===== config.mk =====
export PLATFORM = sky130hd
export DESIGN_NAME = frame_deser
export DESIGN_NICKNAME = d
export VERILOG_FILES = /design/src/rtl/frame_deser.sv
export SDC_FILE = /design/constraint.sdc
export NUM_CORES = 1
export LEC_CHECK = 0
export CAP_MARGIN = 10
export CORE_ASPECT_RATIO = 1.1
export CORE_MARGIN = 3
export CORE_UTILIZATION = 45
export DETAILED_ROUTE_END_ITERATION = 10
export PLACE_DENSITY = 0.68
export SLEW_MARGIN = 20
export SYNTH_ARGS = -nofsm -noshare
export SYNTH_HDL_FRONTEND = slang
export SYNTH_SLANG_ARGS = --single-unit

===== constraint.sdc =====
create_clock -name clk -period 1.72 [get_ports clk]
set_input_delay 0.344 -clock clk [delete_from_list [all_inputs] [get_ports clk]]
set_output_delay 0.344 -clock clk [all_outputs]
set_load 0.02 [all_outputs]

===== src/rtl/frame_deser.sv =====
module frame_deser #(
  parameter int W           = 10,
  parameter int LOCK_FRAMES = 80,
  parameter int LOSS_MISSES = 2
) (
  input  logic         clk,
  input  logic         rst_n,
  input  logic         ser_in,
  input  logic         pwr_up,
  input  logic         out_en,
  output logic [W-1:0] word_out,
  output logic         word_stb,
  output logic         lock_n,
  output logic         drv_en
);

  localparam int FL = W + 2;
  localparam int PW = $clog2(FL);
  localparam int GW = $clog2(LOCK_FRAMES + 1);
  localparam int MW = $clog2(LOSS_MISSES + 1);

  typedef enum logic [1:0] {HUNT, CONFIRM, LOCKED} st_t;

  st_t           st;
  logic [FL-1:0] sr;
  logic [PW-1:0] ph;
  logic [GW-1:0] good;
  logic [MW-1:0] miss;
  logic          locked_q, stb_q;
  logic [W-1:0]  word_q, payload;

  wire framed  = sr[FL-1] & ~sr[0];
  wire at_edge = (st == HUNT) | (ph == PW'(FL - 1));
  wire [GW-1:0] good_nx = good + 1'b1;
  wire [MW-1:0] miss_nx = miss + 1'b1;

  always_comb
    for (int i = 0; i < W; i++) payload[i] = sr[FL-2-i];

  always_ff @(posedge clk) begin
    if (!rst_n || !pwr_up) begin
      st       <= HUNT;
      sr       <= '0;
      ph       <= '0;
      good     <= '0;
      miss     <= '0;
      locked_q <= 1'b0;
      stb_q    <= 1'b0;
      word_q   <= '0;
    end else begin
      sr    <= {sr[FL-2:0], ser_in};
      stb_q <= 1'b0;
      ph    <= (ph == PW'(FL - 1)) ? '0 : ph + 1'b1;
      case (st)
        HUNT, CONFIRM: if (at_edge) begin
          if (framed) begin
            ph <= '0;
            if (good_nx >= GW'(LOCK_FRAMES)) begin
              st       <= LOCKED;
              locked_q <= 1'b1;
              stb_q    <= 1'b1;
              word_q   <= payload;
              good     <= '0;
            end else begin
              st   <= CONFIRM;
              good <= good_nx;
            end
          end else begin
            st   <= HUNT;
            good <= '0;
          end
        end
        LOCKED: if (at_edge) begin
          if (framed) begin
            miss   <= '0;
            stb_q  <= 1'b1;
            word_q <= payload;
          end else if (miss_nx >= MW'(LOSS_MISSES)) begin
            st       <= HUNT;
            locked_q <= 1'b0;
            miss     <= '0;
          end else begin
            miss   <= miss_nx;
            stb_q  <= 1'b1;
            word_q <= payload;
          end
        end
        default: st <= HUNT;
      endcase
    end
  end

  assign drv_en   = locked_q & out_en & pwr_up;
  assign lock_n   = ~locked_q;
  assign word_out = drv_en ? word_q : '0;
  assign word_stb = drv_en & stb_q;

endmodule


Word-level counts from Yosys, hierarchy flattened
Cells that the tools add are included.
{ "totals": {"register_bits": 39, "inputBits": 5, "out_inout_bits": 13, "elab_cells": 78} }
{ "op_classes": {"addsub": 3, "magnitude_cmp": 2, "n_eq_ne": 10, "muxes": 37, "bitwise": 7, "reduce_logical": 11} }
{ "op_table": {"columns": ["cell", "n"], "rows": [
  ["10-bit 2-to-1 mux", 7],
  ["10-bit one-hot mux with 2 select lines", 1],
  ["2-bit 2-to-1 mux", 8],
  ["4-bit 2-to-1 mux", 4],
  ["7-bit 2-to-1 mux", 2],
  ["1-bit 2-to-1 mux", 12],
  ["2-bit != test (second input constant)", 6],
  ["7-bit by 1-bit adder with 7-bit output (second input constant)", 1],
  ["7-bit greater-or-equal comparator (second input constant)", 1],
  ["7-bit AND reduction", 1],
  ["6-bit AND reduction", 1],
  ["4-bit by 1-bit adder with 4-bit output (second input constant)", 1],
  ["1-bit AND", 4],
  ["4-bit equality test (second input constant)", 1],
  ["1-bit one-hot mux with 2 select lines", 2],
  ["2-bit one-hot mux with 2 select lines", 1],
  ["2-bit AND reduction", 2],
  ["4-bit AND reduction", 1],
  ["3-bit != test (second input constant)", 1],
  ["2-bit by 1-bit adder with 2-bit output (second input constant)", 1],
  ["2-bit by 1-bit equality test with 1-bit output (second input constant)", 1],
  ["2-bit equality test (second input constant)", 1],
  ["2-bit greater-or-equal comparator (second input constant)", 1],
  ["1-bit zero test", 2],
  ["6 further kinds", 7]
]} }

Depth between registers and ports, before layout
{ "depth": {"word_depth": 6, "depth_mapped": 7, "mapped_depth_nobuf": 6} }

Least setup slack after synthesis
Ideal clock, no wire load.
{ "synth_timing": {"path_kind": "flip-flop to flip-flop", "startpoint": "register good[0]", "endpoint": "register word_q[1]", "setup_ns": 0.072, "t_arrival_ns": 1.673, "required_time_ns": 1.648, "setup_slack_ns": -0.025, "path_stages_with_launch": 8, "path_buffers": 1, "synth_period_minus_slack_ns": 1.745, "path_cell_list": "dfxtp_1 ha_1 a311o_1 o211ai_1 o31ai_1 o21ai_2 buf_6 mux2i_1"} }
{ "synth_via": {"elab_chain_len": 4} }
{ "synth_rtl": {"columns": ["element", "line", "rtl"], "rows": [
  ["start, declared", "27", "logic [GW-1:0] good;"],
  ["start signal, assigned", "66", "good <= good_nx;"],
  ["7-bit by 1-bit adder with 7-bit output", "34", "wire [GW-1:0] good_nx = good + 1'b1;"],
  ["7-bit greater-or-equal comparator", "58", "if (good_nx >= GW'(LOCK_FRAMES)) begin"],
  ["2-bit != test (no source line)", null, null],
  ["6-bit AND reduction (no source line)", null, null],
  ["end signal, assigned", "62", "word_q <= payload;"],
  ["end signal, assigned", "77", "word_q <= payload;"],
  ["end signal, assigned", "85", "word_q <= payload;"],
  ["end, declared", "30", "logic [W-1:0] word_q, payload;"]
]} }
No other way between the ends.
A chain may end at the register's enable or synchronous reset.

Worst setup path in the final report
{ "layout_timing": {"startpoint": "register good[1]", "endpoint": "register good[3]"} }
{ "layout_via": {"elab_chain_len": 4} }
{ "layout_rtl": {"columns": ["element", "line", "rtl"], "rows": [
  ["7-bit by 1-bit adder with 7-bit output (*)", "34", null],
  ["7-bit greater-or-equal comparator", "58", null],
  ["7-bit 2-to-1 mux (*)", "58", null],
  ["7-bit 2-to-1 mux (*)", "56", "if (framed) begin"]
]} }
Every way passes the cells marked *; elsewhere a longest branch is shown, timed or not.

==> results.toml <==
[synth]
synthTopCellsByArea = "dfxtp_1 46%, mux2i_1 7.1%, nand2_1 6.0%"
seq_area_frac_synth_pct = 46.39
synth_top_cell_area_share_pct = 46.39
ys.flop_type = "dfxtp_1"
synth_common_cells = "39 x dfxtp_1, 27 x nand2_1, 16 x inv_1"
ys_warn_count = 0
synth-compound-area-share_pct = 10.71
syn_avg_cell_area_um2 = 9.048
synthAdderAreaFrac_pct = 2.825
netlist_area_um2 = 1683
synthSimpleGateAreaFrac_pct = 25.58
synthCells = 186
syn-num-nets = 194
yosys.area.top_type = "dfxtp_1"
synth_edf_count = 0
muxShareOfSynthArea_pct = 7.138
synthArstFlopShare_pct = 0
synth-seq-cells = 39
ys_types = 47
yosysMostFrequentCell = "dfxtp_1"
synth_top_family_by_area = "simple AND/OR/NAND/NOR gates"
synthXorXnorAreaFrac_pct = 1.041

[power]
power_w = 0.001410
p_int_w = 0.001087
irDropWorstVdd_v = 0.0004607
clkPwrFrac_pct = 32.6
powerDensity_nw_per_um2 = 616.5
netSwitchingFraction_pct = 22.91
power.switching_w = 0.0003230
power_frac_comb_pct = 2.9
pwr-share-seq_pct = 64.5
leakage_nw = 1.100

[final_layout]
drive_above_1_share_pct = 33.33
syn2layout_area_growth_pct = 35.91
n_fill_cell = 296
nNetsFinal = 241
finalInstanceArea_um2 = 2287
antenna_cells = 0

[floorplanning]
start_util_pct = 48.52
pin_count = 18
die_area_um2 = 4510
core-area_um2 = 3468
dieHeight_um = 70.14
rows = 22
dieWidth_um = 64.31

[timing]
rsz0062_at_grt = "true"
worstMarginPinSlew_ns = 0.3933
min_period_over_period_pct = 102.9
max-slew-margin-rel_pct = 73.72
skew_ns = 0.008923
fmax_mhz = 565.2
setup_viol = 12
setup_slack_ns = -0.04922
drv_slew = 0
fin_crit_ns = 1.769
hold_viol_final = 0

[clock_network]
clockBufferDepth = 2
cts_hold_buf = 0
root_buffer = "clkbuf_4"
cts_tree = "done"
clock_latency_ns = 0.35
htree_num_levels = 2
cts_sinks = 39
cts_made_buffers = 5
path_clk_slew_ns = 0.12

[global_routing]
grt_max_degree = 20
grt_pass1_vias = 1467
grt_usage_pct = 18.61
grt_pass1_wl_mm = 6.727
antenna_found_initial = 0
overflow = 0

[hold_path]
min_path_type = "flip-flop to flip-flop"

[outcome]
status = "complete, but fails checks"
failed_checks = "negative setup slack"

[drt]
wl_per_cell_um = 13.83
finalWirelength_mm = 3.901
num_vias = 1461
dr.pass1.iters = 6
drtIter0Drc = 81
drc_errors = 0
ant_nets = 0
vias_per_cell = 5.181

[setup_path]
critPathSlowestCell = "dfxtp_2"
crit_fanout = 3
crit_path_start_kind = "flip-flop"
critPathMaxStageDelay_ns = 0.37
cpMostUsedCell = "buf_4"
arrival_ns = 2.03
rrSetupSlack_ns = -0.05
end_kind = "flip-flop"
path_class = "flip-flop to flip-flop"
crit_chain = "ha_4 > nand4_1 > buf_4 > o31ai_2 > buf_4 > buf_6 > a211oi_2 > o221a_1"
cp.required_ns = 1.98

[placed_design]
gp_congestion = 0.9630
portBuffers = 17
place_area_um2 = 2066
dp_hpwl_mm = 2.475

[job]
drv_cap = 0
final timing paths:
check / cells past startpoint / endpoint / from
worst min register to register: 2 / sr[10] / sr[9]
worst max-delay path: 8 / good[3] / good[1]
worst min-delay path: 2 / sr[10] / sr[9]
worst max register to register: 8 / good[3] / good[1]
kinds of logic after synthesis:
family                   count (synthesis)
AND/OR/NAND/NOR                         79
flip-flops                              39
AO/OA/AOI/OAI                           26
buffers and inverters                   24
multiplexers                            12
adder cells (fa/ha/maj)                  4
XOR/XNOR                                 2
critical path, delay by kind of cell, from the launching register on:
kind / cells / cell delay (ns)
compound gates: 3 / 0.56
simple gates: 1 / 0.14
flops: 1 / 0.37
fa+ha+maj: 1 / 0.15
buf+inv: 3 / 0.45
state kept, by name, summed over array words and instances, names as in the netlist:
signal,flops
miss,2
st,2
sr,12
good,7
word_q,10
ph,4
locked_q,1
stb_q,1
power by group through the flow:
stage | clock [W] | sequential, W | combinational [W]
finish | 0.000459 | 0.000910 | 0.0000411
global route | 0.000515 | 0.000911 | 0.0000458
CTS | 0.000470 | 0.000910 | 0.0000418
detailed placement | 0 | 0.000929 | 0.0000415
global placement | 0 | 0.000929 | 0.0000405
floorplan | 0 | 0.000929 | 0.0000156
layout by cell type (no fill, tap or decap), types with 4 or more instances in the layout:
cell      count
a21oi_1       7
and2_1        4
and2_4        8
and3_1        5
buf_4        27
buf_6        12
clkbuf_4      5
dfxtp_1      33
dfxtp_2       6
inv_1        16
mux2i_1      12
nand2_1      27
nor2_1       10
stage by stage:
step	utilization (%)	setup slack, ns	std cells	setup TNS, ns	hold WS, ns
floorplan	-	0.004801	186	0	0.4036
global placement	59.56	-0.4862	265	-5.974	0.4112
detailed placement	59.56	-0.4966	265	-6.310	0.4165
CTS	65.01	-0.01359	280	-0.02120	0.4455
global route	65.95	-0.1066	282	-0.8496	0.4538
finish	65.95	-0.04922	282	-0.2977	0.4419
cell type report:
| class | instances | area, µm² | area share [%] |
|---|---|---|---|
| Timing Repair Buffer | 48 | 460.4 | 20.13 |
| Tap cell | 48 | 60.06 | 2.626 |
| Sequential cell | 39 | 788.3 | 34.46 |
| Inverter | 16 | 60.06 | 2.626 |
| Clock inverter | 1 | 5.005 | 0.2188 |
| Multi-Input combinational cell | 123 | 868.3 | 37.97 |
| Clock buffer | 7 | 45.04 | 1.969 |
routing by layer:
metal / vias up / wire [µm] / global-route usage [%]
li1: 720 / - / -
met1: 697 / 1643 / 22.52
met2: 38 / 2014 / 31.65
met3: 6 / 191 / 5.145
met4: 0 / 52 / 5.869
met5: - / 0 / 0
what timing repair did:
item | 4_1_cts | 5_1_grt
gates resized for setup | 90 | 7
setup endpoints to repair | 30 | 29
buffers inserted | 5 | 2
pin swaps | 6 | 5
cloned | 2 | 0
Power figures use the tool's default switching activity.
